`src/rtl/coinc_sync_pkg.sv`:
```
package coinc_sync_pkg;

   localparam int SEL_W = 2;
   localparam int CFG_W = 1 + 2 * SEL_W;
   localparam int NCFG  = 1 << CFG_W;

   typedef struct packed {
      logic             prediv_off;
      logic [SEL_W-1:0] sel_a;
      logic [SEL_W-1:0] sel_c;
   } ratio_cfg_t;

   function automatic int bank_a_div(int sel, int off, int pre);
      int base;
      base = (((sel % 2) != 0) ? 3 : 2) * (((sel / 2) != 0) ? 2 : 1) * 2;
      return (off != 0) ? base : base * pre;
   endfunction

   function automatic int bank_c_div(int sel, int off, int pre);
      int base;
      base = 2 * (sel + 1);
      return (off != 0) ? base : base * pre;
   endfunction

   function automatic int gcd_of(int a, int b);
      int x, y, t;
      x = a;
      y = b;
      while (y != 0) begin
         t = x % y;
         x = y;
         y = t;
      end
      return x;
   endfunction

   function automatic int fast_of(int code, int pre);
      int pa, pc;
      pa = bank_a_div((code >> SEL_W) % 4, (code >> (2 * SEL_W)) % 2, pre);
      pc = bank_c_div(code % 4, (code >> (2 * SEL_W)) % 2, pre);
      return (pa < pc) ? pa : pc;
   endfunction

   function automatic int span_of(int code, int pre);
      int pa, pc, l, f;
      pa = bank_a_div((code >> SEL_W) % 4, (code >> (2 * SEL_W)) % 2, pre);
      pc = bank_c_div(code % 4, (code >> (2 * SEL_W)) % 2, pre);
      l  = (pa / gcd_of(pa, pc)) * pc;
      f  = (pa < pc) ? pa : pc;
      return (l > 2 * f) ? l : 2 * f;
   endfunction

   function automatic int max_span(int pre);
      int m;
      m = 0;
      for (int g = 0; g < NCFG; g++)
         if (span_of(g, pre) > m) m = span_of(g, pre);
      return m;
   endfunction

endpackage

```
`src/rtl/coinc_sync_lut.sv`:
```
module coinc_sync_lut
   import coinc_sync_pkg::*;
#(
   parameter int PRE_DIV = 2,
   parameter int CNT_W   = 6
) (
   input  ratio_cfg_t       cfg,
   output logic [CNT_W-1:0] wrap_at,
   output logic [CNT_W-1:0] win_lo,
   output logic [CNT_W-1:0] win_hi
);

   logic [CNT_W-1:0] wrap_tab [NCFG];
   logic [CNT_W-1:0] lo_tab   [NCFG];
   logic [CNT_W-1:0] hi_tab   [NCFG];

   for (genvar g = 0; g < NCFG; g++) begin : g_cfg
      localparam int SPAN = span_of(g, PRE_DIV);
      localparam int FAST = fast_of(g, PRE_DIV);
      assign wrap_tab[g] = CNT_W'(SPAN - 1);
      assign lo_tab[g]   = CNT_W'(SPAN - 2 * FAST);
      assign hi_tab[g]   = CNT_W'(SPAN - FAST);
   end

   assign wrap_at = wrap_tab[cfg];
   assign win_lo  = lo_tab[cfg];
   assign win_hi  = hi_tab[cfg];

endmodule

```
`src/rtl/coinc_sync_phase.sv`:
```
module coinc_sync_phase
   import coinc_sync_pkg::*;
#(
   parameter int CNT_W = 6
) (
   input  logic             clk,
   input  logic             rst_n,
   input  ratio_cfg_t       cfg_in,
   input  logic             en_in,
   input  logic [CNT_W-1:0] wrap_at,
   output ratio_cfg_t       cfg_q,
   output logic [CNT_W-1:0] cnt,
   output logic             aligned,
   output logic             en_q,
   output logic             changed
);

   logic at_wrap;

   assign changed = (cfg_in != cfg_q);
   assign at_wrap = (cnt == wrap_at);

   always_ff @(posedge clk or negedge rst_n) begin
      if (!rst_n) begin
         cfg_q   <= '0;
         cnt     <= '0;
         aligned <= 1'b0;
         en_q    <= 1'b0;
      end else if (changed) begin
         cfg_q   <= cfg_in;
         cnt     <= '0;
         aligned <= 1'b0;
         en_q    <= en_in;
      end else begin
         if (at_wrap) begin
            cnt     <= '0;
            aligned <= 1'b1;
         end else begin
            cnt <= cnt + 1'b1;
         end
         if (!aligned || at_wrap) en_q <= en_in;
      end
   end


   realign_chk: assert property (@(posedge clk) disable iff (!rst_n)
      changed |=> (cnt == '0) && !aligned);


   cnt_range_chk: assert property (@(posedge clk) disable iff (!rst_n)
      !$past(changed) |-> cnt <= wrap_at);

endmodule

```
`src/rtl/coinc_sync_window.sv`:
```
module coinc_sync_window #(
   parameter int CNT_W = 6
) (
   input  logic             clk,
   input  logic             rst_n,
   input  logic [CNT_W-1:0] cnt,
   input  logic [CNT_W-1:0] win_lo,
   input  logic [CNT_W-1:0] win_hi,
   input  logic             aligned,
   input  logic             en_q,
   input  logic             changed,
   output logic             sync_n
);

   logic in_win;

   assign in_win = aligned && (cnt >= win_lo) && (cnt < win_hi);
   assign sync_n = en_q ? !in_win : 1'b0;


   rise_place_chk: assert property (@(posedge clk) disable iff (!rst_n)
      ($rose(sync_n) && en_q && $past(en_q) && aligned) |-> cnt == win_hi);


   pulse_width_chk: assert property (@(posedge clk) disable iff (!rst_n)
      ($fell(sync_n) && en_q && !changed) |=> !sync_n);


   quiet_unaligned_chk: assert property (@(posedge clk) disable iff (!rst_n)
      (!aligned && en_q) |-> sync_n);

endmodule

```
`src/rtl/coinc_sync_gen.sv`:
```
module coinc_sync_gen
   import coinc_sync_pkg::*;
#(
   parameter int PRE_DIV = 2
) (
   input  logic             clk,
   input  logic             rst_n,
   input  logic             prediv_off,
   input  logic [SEL_W-1:0] sel_a,
   input  logic [SEL_W-1:0] sel_c,
   input  logic             sync_en,
   output logic             sync_n
);

   localparam int MAX_SPAN = max_span(PRE_DIV);
   localparam int CNT_W    = $clog2(MAX_SPAN + 1);

   initial begin
      pre_div_param_chk: assert (PRE_DIV >= 1 && PRE_DIV <= 8)
         else $error("PRE_DIV out of range");
   end

   ratio_cfg_t       cfg_in, cfg_q;
   logic [CNT_W-1:0] cnt, wrap_at, win_lo, win_hi;
   logic             aligned, en_q, changed;

   assign cfg_in = '{prediv_off: prediv_off, sel_a: sel_a, sel_c: sel_c};

   coinc_sync_lut #(.PRE_DIV(PRE_DIV), .CNT_W(CNT_W)) u_lut (
      .cfg     (cfg_q),
      .wrap_at (wrap_at),
      .win_lo  (win_lo),
      .win_hi  (win_hi)
   );

   coinc_sync_phase #(.CNT_W(CNT_W)) u_phase (
      .clk     (clk),
      .rst_n   (rst_n),
      .cfg_in  (cfg_in),
      .en_in   (sync_en),
      .wrap_at (wrap_at),
      .cfg_q   (cfg_q),
      .cnt     (cnt),
      .aligned (aligned),
      .en_q    (en_q),
      .changed (changed)
   );

   coinc_sync_window #(.CNT_W(CNT_W)) u_win (
      .clk     (clk),
      .rst_n   (rst_n),
      .cnt     (cnt),
      .win_lo  (win_lo),
      .win_hi  (win_hi),
      .aligned (aligned),
      .en_q    (en_q),
      .changed (changed),
      .sync_n  (sync_n)
   );


   freeze_on_wrap_chk: assert property (@(posedge clk) disable iff (!rst_n)
      ($past(!sync_en) && ($past(cnt) == $past(wrap_at))) |-> !sync_n);


   always_comb begin
      if (!rst_n) begin
         reset_state_chk: assert (!sync_n);
      end
   end

endmodule

```
`config.mk`:
```
export PLATFORM = sky130hd
export DESIGN_NAME = coinc_sync_gen
export DESIGN_NICKNAME = d
export VERILOG_FILES = /design/src/rtl/coinc_sync_pkg.sv /design/src/rtl/coinc_sync_lut.sv /design/src/rtl/coinc_sync_phase.sv /design/src/rtl/coinc_sync_window.sv /design/src/rtl/coinc_sync_gen.sv
export SDC_FILE = /design/constraint.sdc
export NUM_CORES = 1
export LEC_CHECK = 0
export ABC_AREA = 1
export BUFFER_PORTS_ARGS = -buffer_cell sky130_fd_sc_hd__buf_2
export CORE_UTILIZATION = 55
export CTS_BUF_LIST = sky130_fd_sc_hd__clkbuf_16
export CTS_CLUSTER_SIZE = 28
export DETAILED_ROUTE_END_ITERATION = 7
export PLACE_DENSITY_LB_ADDON = 0.12
export SLEW_MARGIN = 25
export SYNTH_ARGS = -nofsm -noshare
export SYNTH_HDL_FRONTEND = slang
export SYNTH_SLANG_ARGS = --single-unit
```
`constraint.sdc`:
```
create_clock -name clk -period 3.3 [get_ports clk]
set_input_delay 0.33 -clock clk [delete_from_list [all_inputs] [get_ports clk]]
set_output_delay 0.33 -clock clk [all_outputs]
set_load 0.01 [all_outputs]
```
==> results.ini, run 1 <==
[synthesis]
syn-cell-area_um2=1269
yosysSeqAreaShare=0.2564
synth-seq-cells=13
synth.distinct_cells=31
synth_fp_nets=198
syn_inst=174
synth_ff_type=dfrtp_1
yosysWarnings=0
synth_edf_count=0
async_flop_share=1.000
postSynthAreaPerCell_um2=7.291

[worst_setup_path]
reg2reg_setup_slack_ns=1.09
end_kind=output port
critPathSlowestCell=dfrtp_1
startpoint=u_phase.cfg_q[1]
worstRegToRegCells=13
path_max_fanout=8
critPathKind=register to output port
crit_family=compound AO/OA/AOI/OAI gates
cp.depth=12
reg2reg_from=u_phase.cfg_q[0]
crit_path_end=sync_n
crit_arrival_ns=2.62
slowest_delay_ns=0.51
cp_num_buf_inv=2
cp-start-kind=register
cp.required_ns=2.97
reg2reg_to=u_phase.cnt[4]
cp_cell_sequence=inv_1, ha_1, or2_2, nand3_1, nand2_1, o21ai_0, ha_1, a21oi_1, o21a_1, nand2_1, o21a_1, buf_2

[clock_network]
path_clk_slew_ns=0.04
clkLatencyLatePin_ns=0.24
cts_sinks=13
htreeDepth=1
cts_tree=built
ctsResizeCount=0
cts_buffers=3
clockRootBuffer=clkbuf_16
cts_buffer_depth=2

[routing]
drt_iter0_drc=35
vias=1128
totalWireLength_mm=2.659
ant_nets=0
drc=0
dr.pass1.iters=4
viasPerCell=5.476
wire_per_inst_um=12.91

[floorplanning]
ios=9
die_x_um=50.03
initial_core_util=0.5791
die_y_um=50.03
num_rows=17
core_um2=2191
die_area_um2=2503

[timing]
min_period_ns=2.950
slew_viol_final=0
skew_ns=0.002642
setup-tns-final_ns=0
max_freq_ghz=0.3390
worst_pin_slew_ns=0.4472
finalSetupViolCount=0
relSlewSlack=0.7019
period_share=0.8940
rsz0062_at_grt=no
final_hold_viol_count=0

[grt]
grt_pass1_wl_mm=4.685
grt_start_max_net_pins=15
grtUsageTotal=0.2458
overflow=0
antenna_found_initial=0
first_global_vias=1110

[final_layout]
nets=203
drive_gt1_frac=0.1180
diodes=0
final_common_cell=nand2_1
fin_area_um2=1369
final_cell_mix=nand2_1 (41), nor2_1 (18), inv_1 (17), nand3_1 (17), ha_1 (16)
area_delta_synth_final_pct=7.889

[run]
drv_cap=0

[power_and_ir_drop]
max-vdd-ir-drop_uv=378.4
power_mw=0.4802
power_density_nw_per_um2=350.8
p_leak_nw=0.7051

[hold_path]
hp-class=input pin to register
hold_path_depth=1

[placed_design]
gp_congestion=0.9239
dpl_cell_area_um2=1280
dpl.hpwl_mm=2.071
portBuffers=8

[run_status]
status=finished, final reports clean

-- state kept, by name (all words and copies together), names as in the netlist --
register / count
u_phase.aligned: 1
u_phase.cfg_q: 5
u_phase.cnt: 6
u_phase.en_q: 1
-- worst min-delay path by stage --
| stage | to | start | slack [ns] |
|---|---|---|---|
| 6_report | u_phase.cfg_q[4] | prediv_off | 0.22 |
| 5_1_grt | u_phase.cfg_q[4] | prediv_off | 0.22 |
| 4_1_cts | u_phase.cfg_q[4] | prediv_off | 0.22 |
| 3_5_place_dp | u_phase.cnt[0] | rst_n | 0.23 |
| 3_3_place_gp | u_phase.cnt[0] | rst_n | 0.22 |
| 2_1_floorplan | u_phase.aligned | rst_n | 0.03 |
-- metrics by stage --
step	utilization	worst slack, ns	std cells	hold WS (ns)
floorplan	-	0.9803	174	0.03441
finish	0.6248	0.3498	206	0.2245
global route	0.6248	0.1826	206	0.2189
detailed placement	0.5842	0.6442	201	0.2320
global placement	0.5842	0.7185	201	0.2231
CTS	0.6248	0.3660	206	0.2196
-- logic make-up (layout without fill, tap and decap cells) --
group / Yosys count / count (layout) / synth area share
simple gates: 89 / 89 / 0.3274
compound gates: 23 / 23 / 0.1085
mux: 1 / 1 / 0.007890
buf+inv: 27 / 31 / 0.1075
fa+ha+maj: 16 / 16 / 0.1578
xor+xnor: 5 / 5 / 0.03452
flops: 13 / 13 / 0.2564
-- metal layers --
metal / global-route usage / vias to the layer above / share of wire
met3: 0.01852 / 4 / 0.024
met1: 0.3288 / 515 / 0.47
li1: - / 579 / -
met5: 0 / - / 0
met4: 0.09048 / 0 / 0.014
met2: 0.4089 / 30 / 0.49
-- cells in the mapped netlist (2+ instances only) --
library cell	number	area [µm²]
o21a_1	3	22.52
ha_1	16	200.2
dfrtp_1	13	325.3
nand4_1	3	18.77
nor2_1	18	67.56
inv_1	16	60.06
nor3_1	2	10.01
clkbuf_1	5	18.77
nand3_2	2	20.02
a21oi_1	5	25.02
inv_4	2	12.51
buf_6	4	45.04
nand3_1	17	85.08
xor2_1	4	35.03
nand2_1	41	153.9
o21ai_0	8	40.04
-- worst reg2reg max path, cell delays in order (launching register included) --
cell	delay (ns)
dfrtp_1	0.47
inv_1	0.15
ha_1	0.18
nand3_1	0.11
nand2_1	0.10
nand2_1	0.06
ha_1	0.32
nand2_1	0.06
nor3_1	0.18
nand2_1	0.08
nor2_2	0.09
nand2_2	0.11
nand2_1	0.12
nor2_1	0.05
-- where the power goes --
part | total, mW | internal [mW] | switching (mW)
registers | 0.175 | 0.164 | 0.0113
clock network | 0.220 | 0.159 | 0.0609
logic | 0.0847 | 0.0331 | 0.0516
total | 0.480 | 0.356 | 0.124
-- layout make-up --
class                           instances  area, µm²
Fill cell                             202      822.0
Multi-Input combinational cell        134      807.0
Sequential cell                        13      325.3
Clock buffer                            3      75.07
Inverter                               18      72.57
Timing Repair Buffer                    9      50.05
Tap cell                               28      35.03
Clock inverter                          1      3.754
-- what timing repair did --
action,4_1_cts,5_1_grt
setup endpoints to repair,0,0
buffers inserted,0,0
endpoints found under the hold margin,13,0
hold buffers,1,0
No activity file was read; power rests on OpenSTA's default activity.
==> run 2: changes to the inputs <==
- MAX_ROUTING_LAYER: not set -> met4
- REMOVE_ABC_BUFFERS: not set -> 1
==> run 2 against run 1 <==
Non-clock buffer count unchanged. Critical endpoint unchanged. Core utilization unchanged. Register-to-register slack about the same. Largest cell class unchanged. Largest power group unchanged.
==> results.ini, run 2 (synthesized netlist as in run 1, its figures left out) <==
[routing]
drt_iter0_drc=41  ; +17%
wire_per_inst_um=12.02  ; -6.9%
drc=0  ; unchanged
viasPerCell=5.466  ; -0.18%
vias=1126  ; -0.18%
totalWireLength_mm=2.476  ; -6.9%
dr.pass1.iters=5  ; +1
ant_nets=0  ; unchanged

[power_and_ir_drop]
power_density_nw_per_um2=347.9  ; -0.82%
max-vdd-ir-drop_uv=389.8  ; +3.0%
p_leak_nw=0.7051  ; unchanged

[clock_network]
ctsResizeCount=0  ; unchanged
cts_sinks=13  ; unchanged
clockRootBuffer=clkbuf_16
htreeDepth=1  ; unchanged
clkLatencyLatePin_ns=0.24  ; about the same
path_clk_slew_ns=0.04  ; about the same
post_cts_buffers=0  ; unchanged
cts_tree=built
cts_buffers=3  ; unchanged
cts_buffer_depth=2  ; unchanged

[run]
drv_cap=0  ; unchanged

[worst_setup_path]
startpoint=u_phase.cfg_q[1]
slowest_delay_ns=0.49  ; -0.02 ns
cp-start-kind=register
critPathKind=register to output port
critPathSlowestCell=dfrtp_1
crit_family=compound AO/OA/AOI/OAI gates
crit_arrival_ns=2.56  ; -0.06 ns
path_max_fanout=8  ; unchanged
cp_cell_sequence=inv_1, ha_1, or2_2, nand3_1, nand2_1, o21ai_0, ha_1, a21oi_1, o21a_1, nand2_1, o21a_1, buf_2
cp.required_ns=2.97  ; about the same
cp_num_buf_inv=2  ; unchanged
end_kind=output port
reg2reg_from=u_phase.cfg_q[0]

[floorplanning]
die_y_um=50.03  ; unchanged
ios=9  ; unchanged
initial_core_util=0.5791  ; unchanged
core_um2=2191  ; unchanged
die_x_um=50.03  ; unchanged
num_rows=17  ; unchanged
die_area_um2=2503  ; unchanged

[timing]
setup-tns-final_ns=0  ; unchanged
period_share=0.8751  ; -0.01890
skew_ns=0.0009379  ; -0.001704 ns
rsz0062_at_grt=no
final_hold_viol_count=0  ; unchanged
max_freq_ghz=0.3463  ; +2.2%
worst_pin_slew_ns=0.4300  ; -0.01716 ns
relSlewSlack=0.7133  ; +0.01144
hold-worst-slack_ns=0.2241  ; -0.0003940 ns
finalSetupViolCount=0  ; unchanged
slew_viol_final=0  ; unchanged
worst_slack_ns=0.4122  ; +0.06237 ns
min_period_ns=2.888  ; -0.06237 ns

[placed_design]
portBuffers=8  ; unchanged
dpl.hpwl_mm=1.943  ; -6.2%
gp_congestion=0.9321  ; +0.89%
dp_slack_ns=0.6498  ; +0.005652 ns
dp_cells=201  ; unchanged
dpl_cell_area_um2=1280  ; unchanged

[grt]
grt_pass1_wl_mm=4.264  ; -9.0%
overflow=0  ; unchanged
first_global_vias=1061  ; -4.4%
grtUsageTotal=0.2281  ; -0.01768
grt_start_max_net_pins=15  ; unchanged
antenna_found_initial=0  ; unchanged

[final_layout]
final_cell_mix=nand2_1 (41), nor2_1 (18), inv_1 (17), nand3_1 (17), ha_1 (16)
nets=203  ; unchanged
area_delta_synth_final_pct=7.889  ; unchanged
final_common_cell=nand2_1
reg_top3=u_phase.cnt x6, u_phase.cfg_q x5
largest_register_ffs=6  ; unchanged
fin_area_um2=1369  ; unchanged
drive_gt1_frac=0.1180  ; unchanged
instances_no_fill=206  ; unchanged
regMostFlops=u_phase.cnt
diodes=0  ; unchanged

[hold_path]
min-delay-start=sel_a[1]
hp-class=input pin to register

[run_status]
status=finished, final reports clean

[run 2: cell counts in the layout (fill, tap and decap cells not counted)]
No cell type changed its count.
[run 2: metrics by stage]
step / utilization / power, mW
floorplan: - / 0.2349
global placement: 0.5842 / 0.2573
detailed placement: 0.5842 / 0.2587
CTS: 0.6248 / 0.4819
global route: 0.6248 / 0.5006
finish: 0.6248 / 0.4763
[run 2: cell type report]
cell class                 instances  area (µm²)
inverter                          18       72.57
tap                               28       35.03
clock buffer                       3       75.07
multi-input combinational        134       807.0
fill                             189       822.0
clock inverter                     1       3.754
sequential                        13       325.3
timing repair buffer               9       50.05
[run 2: final timing paths]
check | slack [ns] | end | depth (start not counted)
worst max-delay path | 0.41 | sync_n | 12
worst min-delay path | 0.22 | u_phase.cfg_q[3] | 1
worst max register to register | 1.09 | u_phase.cnt[5] | 13
worst min register to register | 0.53 | u_phase.en_q | 2
max in group asynchronous | 2.56 | u_phase.cfg_q[0] | 2
min in group asynchronous | 0.51 | u_phase.cnt[1] | 2
[run 2: where the power goes]
part	internal, mW	switching (mW)
Sequential	0.164	0.0111
Combinational	0.0327	0.0494
Clock	0.159	0.0598
Total	0.356	0.120
[run 2: layer usage]
layer	global-route usage	routed length, µm	vias up
li1	-	-	578
met1	0.2672	1145	499
met2	0.4022	1181	45
met3	0.01235	124	4
met4	0.09048	25	0
met5	-	0	-
[run 2: timing repair]
item | CTS | global route
endpoints found under the setup margin | 0 | 0
hold buffers | 1 | 0
hold endpoints to repair | 13 | 0
==> run 3: changes to the inputs <==
- ABC_AREA: 1 -> not set
- GPL_ROUTABILITY_DRIVEN: not set -> 0
==> run 3 against run 2 <==
Clock-buffer cell count did not move. Synthesized cell count decreased by 21%. Combinational power up 6.4%. Fmax down 6.5%. Clock power hardly changed. Critical path depth down 1. Sequential power is essentially flat. Area after synthesis down 4.9%. Design area down 1.8%. First-iteration DRC count shrank 71%. Global-route usage grew 1.2 points. Largest cell class unchanged.
==> results.ini, run 3 <==
[timing]
worst_slack_ns=0.2113  ; -0.2010 ns
skew_ns=0.001357  ; +0.0004188 ns
min_period_ns=3.089  ; +0.2010 ns
worst_pin_slew_ns=0.4402  ; +0.01019 ns
setup-tns-final_ns=0  ; unchanged
max_freq_ghz=0.3238  ; -6.5%
period_share=0.9360  ; +0.06090
finalSetupViolCount=0  ; unchanged
relSlewSlack=0.7065  ; -0.006790
rsz0062_at_grt=no
final_hold_viol_count=0  ; unchanged
slew_viol_final=0  ; unchanged

[final_layout]
drive_gt1_frac=0.1528  ; +0.03480
largest_register_ffs=6  ; unchanged
area_delta_synth_final_pct=11.41
final_common_cell=ha_1
final_cell_mix=ha_1 (16), dfrtp_1 (12), nor2_1 (11)
regMostFlops=u_phase.cnt
reg_top3=u_phase.cnt x6, u_phase.cfg_q x5
diodes=0  ; unchanged
nets=169  ; -17%

[worst_setup_path]
end_kind=register
reg2reg_to=u_phase.en_q
critPathKind=register to register
worstRegToRegCells=11  ; -2
cp-start-kind=register
cp.required_ns=3.42  ; +0.45 ns
reg2reg_setup_slack_ns=0.21  ; -0.88 ns
crit_path_end=u_phase.en_q
path_max_fanout=9  ; +1
reg2reg_from=u_phase.cfg_q[0]
crit_arrival_ns=3.21  ; +0.65 ns
startpoint=u_phase.cfg_q[0]

[floorplanning]
die_y_um=48.83  ; -2.4%
core_um2=2002  ; -8.6%
die_x_um=48.83  ; -2.4%
num_rows=16  ; -1
ios=9  ; unchanged
initial_core_util=0.6025  ; +0.02340
die_area_um2=2384  ; -4.7%

[placed_design]
portBuffers=8  ; unchanged
dpl.hpwl_mm=1.905  ; -2.0%
dp_slack_ns=0.1979  ; -0.4519 ns

[routing]
drt_iter0_drc=12  ; -71%
viasPerCell=5.795  ; +6.0%
wire_per_inst_um=14.23  ; +18%
dr.pass1.iters=4  ; -1
ant_nets=0  ; unchanged
vias=991  ; -12%
drc=0  ; unchanged
totalWireLength_mm=2.433  ; -1.7%

[run]
drv_cap=0  ; unchanged

[synthesis]
yosysWarnings=0  ; unchanged
yosysSeqAreaShare=0.2697  ; +0.01330
syn-cell-area_um2=1206  ; -4.9%
synthTopCellsByArea=dfrtp_1 (27%), ha_1 (17%), xnor2_1 (5.8%), o21ai_0 (3.7%), mux4_2 (3.7%)
synth_ff_type=dfrtp_1
synth-seq-cells=13  ; unchanged
async_flop_share=1.000  ; unchanged
synth.distinct_cells=39  ; +26%
yosys.area.top_type=dfrtp_1
yosysMostFrequentCell=ha_1
yosys-top-cells-count=ha_1 (16), dfrtp_1 (13), nor2_1 (11)
synth_top_area_share=0.2697  ; +0.01330
synth_edf_count=0  ; unchanged
postSynthAreaPerCell_um2=8.740  ; +20%
syn_inst=138  ; -21%

[power_and_ir_drop]
max-vdd-ir-drop_uv=390.1  ; about the same
p_leak_nw=0.6155  ; -13%
power_density_nw_per_um2=356.5  ; +2.5%

[clock_network]
cts_sinks=13  ; unchanged
htreeDepth=1  ; unchanged
cts_tree=built
post_cts_buffers=0  ; unchanged
cts_buffers=3  ; unchanged
cts_buffer_depth=2  ; unchanged
clkLatencyLatePin_ns=0.24  ; about the same
path_clk_slew_ns=0.04  ; about the same
clockRootBuffer=clkbuf_16

[hold_path]
hp-class=input pin to register

[grt]
overflow=0  ; unchanged
grtUsageTotal=0.2404  ; +0.01227
first_global_vias=965  ; -9.0%
grt_start_max_net_pins=15  ; unchanged
antenna_found_initial=0  ; unchanged
grt_pass1_wl_mm=4.271  ; +0.16%

[run_status]
status=finished, final reports clean

run 3: cell count changes after synthesis, moves of 3 or more:
| cell | change |
|---|---|
| xnor2_1 | +7 |
| buf_4 | +3 |
| a21o_1 | +3 |
| o21a_1 | -3 |
| inv_1 | -8 |
| nor2_1 | -7 |
| buf_6 | -4 |
| nand2_1 | -32 |
| nand3_1 | -13 |
run 3: kinds of logic (layout without fill, tap and decap cells):
logic type | count (synthesis) | after routing | synth area share
AO/OA/AOI/OAI | 32 | 32 | 0.1722
XOR/XNOR | 12 | 12 | 0.08714
adder cells (fa/ha/maj) | 16 | 16 | 0.1660
buffers and inverters | 19 | 25 | 0.06847
flip-flops | 13 | 13 | 0.2697
multiplexers | 5 | 5 | 0.06224
AND/OR/NAND/NOR | 41 | 41 | 0.1743
run 3: through the flow:
step / cells / utilization / hold WS [ns] / area, µm² / power (mW)
6_report: 171 / 0.6713 / 0.2181 / 1344 / 0.4791
5_1_grt: 171 / 0.6713 / 0.2175 / 1344 / 0.5030
4_1_cts: 171 / 0.6706 / 0.2171 / 1343 / 0.4846
3_5_place_dp: 166 / 0.6263 / 0.2251 / 1254 / 0.2614
3_3_place_gp: 166 / 0.6263 / 0.2210 / 1254 / 0.2580
2_1_floorplan: 128 / - / 0.03441 / 1157 / 0.2340
run 3: worst min-delay path by stage:
stage,startpoint,endpoint,slack (ns),cells past startpoint
3_3_place_gp,rst_n,u_phase.aligned,0.22,1
6_report,sel_a[1],u_phase.cfg_q[3],0.22,1
3_5_place_dp,rst_n,u_phase.cnt[2],0.23,1
2_1_floorplan,rst_n,u_phase.aligned,0.03,0
4_1_cts,sel_a[1],u_phase.cfg_q[3],0.22,1
5_1_grt,sel_c[1],u_phase.cfg_q[1],0.22,1
run 3: area by class of cell:
class | count | area, µm²
well taps | 27 | 33.78
repair buffers | 12 | 72.57
clock inverters | 1 | 3.754
multi-input cells | 106 | 798.3
clock buffers | 3 | 75.07
flip-flops and latches | 13 | 326.6
inverters | 9 | 33.78
fillers | 173 | 658.1
run 3: worst max-delay path, cell delays in order, from the launching register on:
cell	delay [ns]
dfrtp_2	0.47
inv_1	0.13
ha_1	0.22
nand2_1	0.11
nor2_1	0.16
a21oi_1	0.08
or2_2	0.28
ha_1	0.30
nand2_1	0.06
or4_4	0.51
or4b_1	0.54
o311ai_1	0.12
run 3: power by group:
| group | leakage [nW] | switching (mW) | internal (mW) |
|---|---|---|---|
| Clock | 0.0423 | 0.0597 | 0.159 |
| Sequential | 0.167 | 0.00858 | 0.164 |
| Combinational | 0.407 | 0.0471 | 0.0404 |
run 3: metal layers:
| metal | GRT usage | vias up | part of all wire |
|---|---|---|---|
| met5 | - | - | 0 |
| met4 | 0.05882 | 0 | 0.013 |
| met3 | 0.02804 | 5 | 0.026 |
| met2 | 0.3866 | 19 | 0.48 |
| met1 | 0.3246 | 473 | 0.48 |
| li1 | - | 494 | - |
run 3: what timing repair did:
action | in CTS | in global routing
hold endpoints to repair | 13 | 0
gates resized for setup | 0 | 1
endpoints found under the setup margin | 0 | 2
hold buffers | 1 | 0
